## src/rtl/fp_verify_pkg.sv

```systemverilog
package fp_verify_pkg;

    typedef enum logic [2:0] {
        ST_DISABLED  = 3'd0,
        ST_INIT      = 3'd1,
        ST_VERIFYING = 3'd2,
        ST_SUCCEEDED = 3'd3,
        ST_FAILED    = 3'd4
    } hs_state_e;

endpackage

```

## src/rtl/fp_verify_timer.sv

```systemverilog
module fp_verify_timer #(
    parameter int CNT_W    = 24,
    parameter int TICK_DIV = 4
) (
    input  logic             clk,
    input  logic             rst_n,
    input  logic             load,
    input  logic [CNT_W-1:0] load_val,
    input  logic             run,
    output logic             expired
);
    localparam int PW = (TICK_DIV > 1) ? $clog2(TICK_DIV) : 1;

    logic [CNT_W-1:0] cnt_q;
    logic             tick;

    generate
        if (TICK_DIV > 1) begin : g_prescale
            logic [PW-1:0] pre_q;
            always_ff @(posedge clk or negedge rst_n) begin
                if (!rst_n)
                    pre_q <= '0;
                else if (load)
                    pre_q <= '0;
                else if (run)
                    pre_q <= (pre_q == PW'(TICK_DIV - 1)) ? '0 : pre_q + 1'b1;
            end
            assign tick = run && (pre_q == PW'(TICK_DIV - 1));
        end else begin : g_noprescale
            assign tick = run;
        end
    endgenerate

    always_ff @(posedge clk or negedge rst_n) begin
        if (!rst_n)
            cnt_q <= '0;
        else if (load)
            cnt_q <= load_val;
        else if (tick && cnt_q != '0)
            cnt_q <= cnt_q - 1'b1;
    end

    assign expired = run && (cnt_q == '0);

    // the timer only moves down between loads
    a_r5_timer_monotonic: assert property (@(posedge clk) disable iff (!rst_n)
        !load |=> cnt_q <= $past(cnt_q));

endmodule

```

## src/rtl/fp_verify_fsm.sv

```systemverilog
module fp_verify_fsm
    import fp_verify_pkg::*;
#(
    parameter int MAX_RETRY = 3
) (
    input  logic      clk,
    input  logic      rst_n,
    input  logic      enabled,
    input  logic      link_fail,
    input  logic      force_mode,
    input  logic      rx_verify,
    input  logic      rx_response,
    input  logic      expired,
    output hs_state_e state,
    output logic      timer_load,
    output logic      timer_run,
    output logic      send_verify,
    output logic      send_response
);
    localparam int RW = $clog2(MAX_RETRY + 1) + 1;

    hs_state_e      state_q, state_d;
    logic [RW-1:0]  retry_q;
    logic           first_load, retry_load;

    always_comb begin
        state_d = state_q;
        if (!enabled)
            state_d = ST_DISABLED;
        else if (link_fail || force_mode)
            state_d = ST_INIT;
        else begin
            unique case (state_q)
                ST_DISABLED:  state_d = ST_INIT;
                ST_INIT:      state_d = ST_VERIFYING;
                ST_VERIFYING: begin
                    if (rx_response)
                        state_d = ST_SUCCEEDED;
                    else if (expired && retry_q == RW'(MAX_RETRY))
                        state_d = ST_FAILED;
                end
                ST_SUCCEEDED: state_d = ST_SUCCEEDED;
                ST_FAILED:    state_d = ST_FAILED;
                default:      state_d = ST_DISABLED;
            endcase
        end
    end

    assign first_load = (state_q != ST_VERIFYING) && (state_d == ST_VERIFYING);
    assign retry_load = (state_q == ST_VERIFYING) && (state_d == ST_VERIFYING) && expired;
    assign timer_load = first_load || retry_load;
    assign timer_run  = (state_q == ST_VERIFYING);
    assign state      = state_q;

    // state register and retry count
    always_ff @(posedge clk or negedge rst_n) begin
        if (!rst_n) begin
            state_q <= ST_DISABLED;
            retry_q <= '0;
        end else begin
            state_q <= state_d;
            if (first_load)
                retry_q <= '0;
            else if (retry_load)
                retry_q <= retry_q + 1'b1;
        end
    end

    // frame request outputs
    always_ff @(posedge clk or negedge rst_n) begin
        if (!rst_n) begin
            send_verify   <= 1'b0;
            send_response <= 1'b0;
        end else begin
            send_verify   <= timer_load;
            send_response <= rx_verify && enabled && !link_fail && !force_mode;
        end
    end

    a_r3_no_tx_after_link_fail: assert property (@(posedge clk) disable iff (!rst_n)
        $past(link_fail) |-> (!send_verify && !send_response));

    a_r7_forced_no_verify: assert property (@(posedge clk) disable iff (!rst_n)
        $past(force_mode) |-> !send_verify);

    a_r5_retry_bound: assert property (@(posedge clk) disable iff (!rst_n)
        retry_q <= RW'(MAX_RETRY));

    a_r5_fail_from_verifying: assert property (@(posedge clk) disable iff (!rst_n)
        (state_q == ST_FAILED && $past(state_q) != ST_FAILED) |-> $past(state_q) == ST_VERIFYING);

    a_r2_disabled_when_off: assert property (@(posedge clk) disable iff (!rst_n)
        $past(!enabled) |-> state_q == ST_DISABLED);

endmodule

```

## src/rtl/fp_verify_ctrl.sv

```systemverilog
module fp_verify_ctrl
    import fp_verify_pkg::*;
#(
    parameter int CNT_W     = 24,
    parameter int TICK_DIV  = 4,
    parameter int MAX_RETRY = 3
) (
    input  logic             clk,
    input  logic             rst_n,
    input  logic             glb_en,
    input  logic             port_en,
    input  logic             pre_en,
    input  logic             force_mode,
    input  logic             link_fail,
    input  logic [CNT_W-1:0] verify_count,
    input  logic             rx_verify,
    input  logic             rx_response,
    output logic             send_verify,
    output logic             send_response,
    output logic [2:0]       hs_state,
    output logic             preempt_active
);
    hs_state_e state;
    logic      enabled, timer_load, timer_run, expired;

    assign enabled = glb_en && port_en;

    fp_verify_fsm #(.MAX_RETRY(MAX_RETRY)) u_fsm (
        .clk           (clk),
        .rst_n         (rst_n),
        .enabled       (enabled),
        .link_fail     (link_fail),
        .force_mode    (force_mode),
        .rx_verify     (rx_verify),
        .rx_response   (rx_response),
        .expired       (expired),
        .state         (state),
        .timer_load    (timer_load),
        .timer_run     (timer_run),
        .send_verify   (send_verify),
        .send_response (send_response)
    );

    fp_verify_timer #(.CNT_W(CNT_W), .TICK_DIV(TICK_DIV)) u_timer (
        .clk      (clk),
        .rst_n    (rst_n),
        .load     (timer_load),
        .load_val (verify_count),
        .run      (timer_run),
        .expired  (expired)
    );

    assign hs_state       = state;
    assign preempt_active = pre_en && enabled && (state == ST_SUCCEEDED || force_mode);

    a_r9_active_needs_enables: assert property (@(posedge clk) disable iff (!rst_n)
        preempt_active |-> (glb_en && port_en && pre_en));

endmodule

```

## config.mk

```make
export PLATFORM = sky130hd
export DESIGN_NAME = fp_verify_ctrl
export DESIGN_NICKNAME = d
export VERILOG_FILES = /design/src/rtl/fp_verify_pkg.sv /design/src/rtl/fp_verify_timer.sv /design/src/rtl/fp_verify_fsm.sv /design/src/rtl/fp_verify_ctrl.sv
export SDC_FILE = /design/constraint.sdc
export NUM_CORES = 1
export LEC_CHECK = 0
export BUFFER_PORTS_ARGS = -buffer_cell sky130_fd_sc_hd__clkbuf_2
export CAP_MARGIN = 25
export CORE_MARGIN = 4
export CORE_UTILIZATION = 50
export CTS_BUF_LIST = sky130_fd_sc_hd__clkbuf_8
export DETAILED_ROUTE_END_ITERATION = 6
export HOLD_SLACK_MARGIN = 0.02
export PLACE_DENSITY = 0.73
export SLEW_MARGIN = 40
export SYNTH_ARGS = -nofsm -noshare
export SYNTH_HDL_FRONTEND = slang
export SYNTH_SLANG_ARGS = --single-unit
```

## constraint.sdc

```tcl
create_clock -name clk -period 3.6 [get_ports clk]
set_input_delay 0.18 -clock clk [delete_from_list [all_inputs] [get_ports clk]]
set_output_delay 0.18 -clock clk [all_outputs]
set_load 0.01 [all_outputs]
```

; After elaboration in Yosys (flattened, before gate mapping)
; Index checks and enable logic that the tools add are counted.
[word_totals]
register_bits = 34
[classes]
add_sub_neg = 3
eq_ne = 8
muxes = 12
n_reduce_logical = 24
[op_table]
columns = op, count
row1 = 24-bit two-way mux, 2
row2 = 24-bit logical NOT, 1
row3 = 24-bit nonzero test, 1
row4 = 24-bit by 1-bit subtractor with 24-bit output (second input constant), 1
row5 = 3-bit two-way mux, 6
row6 = 3-bit one-hot mux with 5 select lines, 1
row7 = 1-bit logical AND, 13
row8 = 3-bit by 2-bit == test with 1-bit output (second input constant), 4
row9 = 2-bit two-way mux, 3
row10 = 2-bit nonzero test, 3
row11 = 3-bit by 1-bit adder with 3-bit output (second input constant), 1
row12 = 3-bit by 1-bit == test with 1-bit output (second input constant), 1
row13 = 3-bit == test (second input constant), 1
row14 = 3-bit logical NOT, 1
row15 = 1-bit logical OR, 3
row16 = 3-bit by 2-bit inequality test with 1-bit output (second input constant), 1
row17 = 2-bit by 1-bit adder with 2-bit output (second input constant), 1
row18 = 2-bit == test (second input constant), 1
row19 = 1-bit logical NOT, 2

; Longest topological paths before layout
[logic_depth]
depth_word = 13
depth_mapped = 11

; Modules after synthesis
; Synthesis repeated with hierarchy kept, for this count alone.
[unflattened]
hier_cells = 208
hier_area_um2 = 2020.7
[by_module_without_submodules]
columns = module, instances, cells_each, area_each_um2, seq_area_each_um2
row1 = fp_verify_timer, 1, 167, 1579.0, 650.6
row2 = fp_verify_fsm, 1, 38, 416.6, 200.2
row3 = fp_verify_ctrl, 1, 3, 25.0, 0.0

; Least setup slack after synthesis
; Ideal clock, no wire load.
[synth_timing]
kind = reg-to-reg
start = register u_timer.cnt_q[10]
end = register u_timer.cnt_q[1]
arrival_time_ns = 2.527
setup_slack_ns = 0.947
path_stages_with_launch = 10
n_path_buf = 2
period_less_slack_ns = 2.653
cell_sequence = dfrtp_1 -> or4_4 -> or4_1 -> buf_6 -> nor3_4 -> o211ai_4 -> clkinv_2 -> buf_6 -> nor2_2 -> a221o_1
[synth_between]
elab_chain_len = 13
elab_cells_between_ends = 17
[synth_lines]
columns = element, line
row1 = "start, declared", fp_verify_timer.sv:14  ; logic [CNT_W-1:0] cnt_q;
row2 = "start signal, assigned", fp_verify_timer.sv:38  ; cnt_q <= load_val;
row3 = "start signal, assigned", fp_verify_timer.sv:40  ; cnt_q <= cnt_q - 1'b1;
row4 = 24-bit logical NOT, fp_verify_timer.sv:43  ; assign expired = run && (cnt_q == '0);
row5 = 1-bit logical AND, fp_verify_timer.sv:43
row6 = 1-bit logical AND, fp_verify_fsm.sv:39  ; else if (expired && retry_q == RW'(MAX_RETRY))
row7 = 3-bit two-way mux, fp_verify_fsm.sv:39
row8 = 3-bit two-way mux, fp_verify_fsm.sv:37  ; if (rx_response)
row9 = 3-bit one-hot mux with 5 select lines, fp_verify_fsm.sv:33  ; unique case (state_q)
row10 = 3-bit two-way mux, fp_verify_fsm.sv:30  ; else if (link_fail || force_mode)
row11 = 3-bit two-way mux, fp_verify_fsm.sv:28  ; if (!enabled)
row12 = 3-bit by 2-bit == test with 1-bit output, "fp_verify_fsm.sv:49, fp_verify_fsm.sv:50"
row13 = 1-bit logical AND (2 in a row), fp_verify_fsm.sv:50  ; assign retry_load = (state_q == ST_VERIFYING) && (state_d == ST_VERIFYING) && expired;
row14 = 1-bit logical OR, fp_verify_fsm.sv:51  ; assign timer_load = first_load || retry_load;
row15 = 24-bit two-way mux / 2-bit nonzero test (equally long branches), -
; Parallel ways exist; a longest one is shown, timed or not.
; A chain may end at the register's enable or synchronous reset.

; Worst setup path after layout
[layout_timing]
start = register u_timer.cnt_q[10]
end = register u_timer.cnt_q[17]
; Same word-level chain as after synthesis.

==> summary.md <==
| Metric | Value |
|---|---|
| Status | finished clean |
| Register area share after synthesis | between 40% and 50% |
| Aggregate global-route resource usage | 17.8% |
| Antenna violations before repair | 0 |
| TritonCTS clock tree | done |
| RSZ-0062 raised after global routing | no |
| Compound-Gate Fraction of Synth Area | 17.3% |
| Residual DRC | 0 |
| Clock root buffer | sky130_fd_sc_hd__clkbuf_8 |
| Worst Path Required | around 3800 ps |
| Horizontal die dimension | 71.3 um |
| Starting DRC count in detailed routing | 50 |
| Final count of hold timing violations | 0 |
| FF+latch area | approximately 850 um2 |
| Dominant combinational cell family by area after synthesis | simple AND/OR/NAND/NOR gates |
| Count of cell types in the netlist | 48 |
| Max-cap check violation count | 0 |
| CP Max Fanout | 27 |
| Worst hold slack | 82.4 ps |
| Detailed-routing iteration count for the pre-antenna-repair pass | 4 |
| Largest net degree at the start of global routing | 35 |
| FFs w/ async S/R, synth | 100% |
| Core Area | 3770 um2 |
| Class of the most critical hold timing path | input pin to flip-flop |
| RD Place Congestion | 0.751 |
| Clock insertion delay at the later pin of the skew report | roughly 280 ps |
| Leading cell types in the layout, fill and taps excluded | 37 x sky130_fd_sc_hd__clkbuf_2, 34 x sky130_fd_sc_hd__dfrtp_1, 27 x sky130_fd_sc_hd__nand2_1 |
| P&R area growth vs syn | 17.6% |
| Final clock period utilization by the worst path | 85.7% |
| Floorplan die height | approximately 71 um |
| Critical path class | flip-flop to flip-flop |
| Total I/O pin count | 39 |
| Count of buffers inserted at the top-level ports | 38 |
| Total leakage power | a little under 1 nW |
| Number of antenna-violating nets in the routed design | 0 |
| Buffer depth of the longest clock path | 2 |
| Transition time at the pin with the least slew margin | 574 ps |
| Cell row count | 22 |
| Number of flip-flops and latches in the synthesized netlist | 34 |
| Number of setup violations in the final report | 0 |
| Parity-gate share of the synthesized area counting xor and xnor cells | under 10% |
| Per-cell routed wire length | 14.1 um |
| Skew final | 5.65 ps |
| Cell area after technology mapping | 2000 um2 |
| Simple-Gate Fraction of Synth Area | a little over a quarter |
| Register clock-pin slew on the reported worst setup and hold paths | 70 ps |
| Post-layout net count | just under 300 |
| Synthesized netlist net count | ~260 |
| Initial cell density of the core | 53.2% |
| Leading post-synthesis cells by cell area | sky130_fd_sc_hd__dfrtp_1 42%, sky130_fd_sc_hd__nand2_1 5.1%, sky130_fd_sc_hd__o21ai_0 4.2% |
| Detail-routed via count per cell | 5.57 |
| Area occupied by multi-input gates | 1080 um2 |
| GRT overflow | 0 |
| Relative slew slack | 61.4% |
| Clock Sinks | 34 |
| Max-slew violation count | 0 |
| Cell count of the worst hold path | 3 |
| Post-synthesis instance total | 217 |
| Die outline area | 5090 um2 |
| Via count | 1,717 |
| Type of element launching the critical path | flip-flop |
| Antenna diode instance count | 0 |
| EDFF count, synth | 0 |
| Setup_tns | 0 ps |
| Leading cell type in the layout, fill and taps excluded | sky130_fd_sc_hd__clkbuf_2 |
| Wire length of the first global-routing pass | roughly 7.2 mm |
| CTS buffer count | 5 |
| H-tree depth | 2 |
| Worst-case reg-to-reg path depth | 7 |
| Critical path capture point type | flip-flop |
| Share of cells above drive strength 1 | roughly 23% |
| Library cell with the largest summed area after synthesis | sky130_fd_sc_hd__dfrtp_1 |
| Vias in the first global route | 1,601 |
| Drt total wl | 4.34 mm |
| Synth Warn # | 0 |
| Predominant post-synthesis flop cell | sky130_fd_sc_hd__dfrtp_1 |
| Maximum clock frequency | approximately 320 MHz |
| Cell Pwr Density | 419 nW/um2 |
| Adder-cell area share of the yosys netlist | 3.12% |
| Fill cell instance count of the final layout | about 340 |
| Average cell area after synthesis | a little over 9 um2 |
| Detailed-placement wirelength estimate | 3.12 mm |
| Worst vdd ir | 246 uV |
| Worst EP arrival | 3260 ps |
| Shortest period the worst path allows | 3090 ps |
| Proportion of synthesized area in mux cells | under 10% |
| Synth top area share | 42.4% |
## stage by stage
step | utilization (%) | area, um2 | instances | setup slack (ps) | total power [mW]
after CTS | 62.5 | 2360 | 308 | 499 | 0.998
after global routing | 62.5 | 2360 | 308 | 335 | 1.04
after floorplan | - | 2000 | 217 | 947 | 0.596
after global placement | 59.2 | 2230 | 299 | 550 | 0.654
after detailed placement | 59.4 | 2240 | 299 | 508 | 0.660
final | 62.5 | 2360 | 308 | 515 | 0.987
## per-layer routing
metal	routed length [um]	part of all wire, %	vias to the layer above	global-route usage [%]
met4	35	0.81	0	5.01
met1	2090	48	793	23.5
met3	273	6.3	4	4.77
li1	-	-	876	-
met2	1930	45	44	28.8
met5	0	0	-	0
## what timing repair did
action / in CTS / in global routing
hold buffers: 1 / 0
hold endpoints to repair: 34 / 0
buffers inserted: 0 / 0
gates resized for setup: 0 / 0
## worst max-delay path: stages (launching register included)
cell	delay (ps)
sky130_fd_sc_hd__dfrtp_1	390
sky130_fd_sc_hd__or4_4	560
sky130_fd_sc_hd__or4_1	680
sky130_fd_sc_hd__nor3_4	410
sky130_fd_sc_hd__o211ai_4	200
sky130_fd_sc_hd__clkinv_2	300
sky130_fd_sc_hd__nor2_2	110
sky130_fd_sc_hd__a221o_1	310
## report_power, final
part | internal [mW] | switching [mW] | total (mW) | leakage [nW]
logic | 0.0825 | 0.0796 | 0.162 | 0.529
clock network | 0.201 | 0.133 | 0.334 | 0.0607
registers | 0.437 | 0.0550 | 0.492 | 0.394
total | 0.720 | 0.267 | 0.987 | 0.984
## path summary, 6_finish.rpt
check | start | to | slack [ps]
min in group asynchronous | rst_n | u_timer.cnt_q[5]$_DFFE_PN0P_ | 400
hold reg to reg | u_timer.g_prescale.pre_q[0]$_DFFE_PN0P_ | u_timer.g_prescale.pre_q[0]$_DFFE_PN0P_ | 510
setup reg to reg | u_timer.cnt_q[10]$_DFFE_PN0P_ | u_timer.cnt_q[17]$_DFFE_PN0P_ | 510
max in group asynchronous | rst_n | u_timer.cnt_q[19]$_DFFE_PN0P_ | 2860
hold / removal | rx_verify | u_fsm.send_response$_DFF_PN0_ | 80
setup / recovery | u_timer.cnt_q[10]$_DFFE_PN0P_ | u_timer.cnt_q[17]$_DFFE_PN0P_ | 510
## registers in the layout, indices dropped and copies added (netlist names)
name                      cells
u_timer.cnt_q                24
u_fsm.retry_q                 3
u_fsm.state                   3
u_timer.g_prescale.pre_q      2
u_fsm.send_response           1
u_fsm.send_verify             1
## layout make-up
cell class	instances	share of cell area (%)
clock buffers	5	2.92
flip-flops and latches	34	36.1
well taps	48	2.55
repair buffers	44	10.2
inverters	6	1.01
clock inverters	3	1.59
multi-input cells	168	45.6
## cells by family (layout without fill, tap and decap cells)
family | after synthesis | in the layout
flip-flops | 34 | 34
adder cells (fa/ha/maj) | 5 | 5
multiplexers | 4 | 4
AND/OR/NAND/NOR | 100 | 100
buffers and inverters | 15 | 58
XOR/XNOR | 11 | 11
AO/OA/AOI/OAI | 48 | 48
## Yosys cell counts (2+ instances only)
cell type,instances
sky130_fd_sc_hd__mux2i_1,2
sky130_fd_sc_hd__a21oi_1,4
sky130_fd_sc_hd__nor2_1,19
sky130_fd_sc_hd__buf_2,3
sky130_fd_sc_hd__nor3b_1,2
sky130_fd_sc_hd__clkbuf_1,2
sky130_fd_sc_hd__nand2_1,27
sky130_fd_sc_hd__inv_1,5
sky130_fd_sc_hd__o21ai_0,17
sky130_fd_sc_hd__a31o_2,2
sky130_fd_sc_hd__buf_4,2
sky130_fd_sc_hd__nor3_1,7
sky130_fd_sc_hd__nand2b_1,3
sky130_fd_sc_hd__ha_1,5
sky130_fd_sc_hd__o31ai_1,4
sky130_fd_sc_hd__dfrtp_1,34
sky130_fd_sc_hd__xnor2_1,6
sky130_fd_sc_hd__xor2_1,5
sky130_fd_sc_hd__a31oi_1,2
sky130_fd_sc_hd__o211ai_1,3
sky130_fd_sc_hd__or4_1,3
sky130_fd_sc_hd__nor2b_1,2
sky130_fd_sc_hd__o2bb2ai_1,2
sky130_fd_sc_hd__nor4_1,4
sky130_fd_sc_hd__and2_1,2
sky130_fd_sc_hd__nand3b_1,2
sky130_fd_sc_hd__or3_1,8
sky130_fd_sc_hd__buf_6,2
sky130_fd_sc_hd__mux2_2,2
sky130_fd_sc_hd__nand3_1,12
sky130_fd_sc_hd__a221o_1,5
sky130_fd_sc_hd__a22o_1,3
Note: power is estimated with default switching activity, not from simulation.
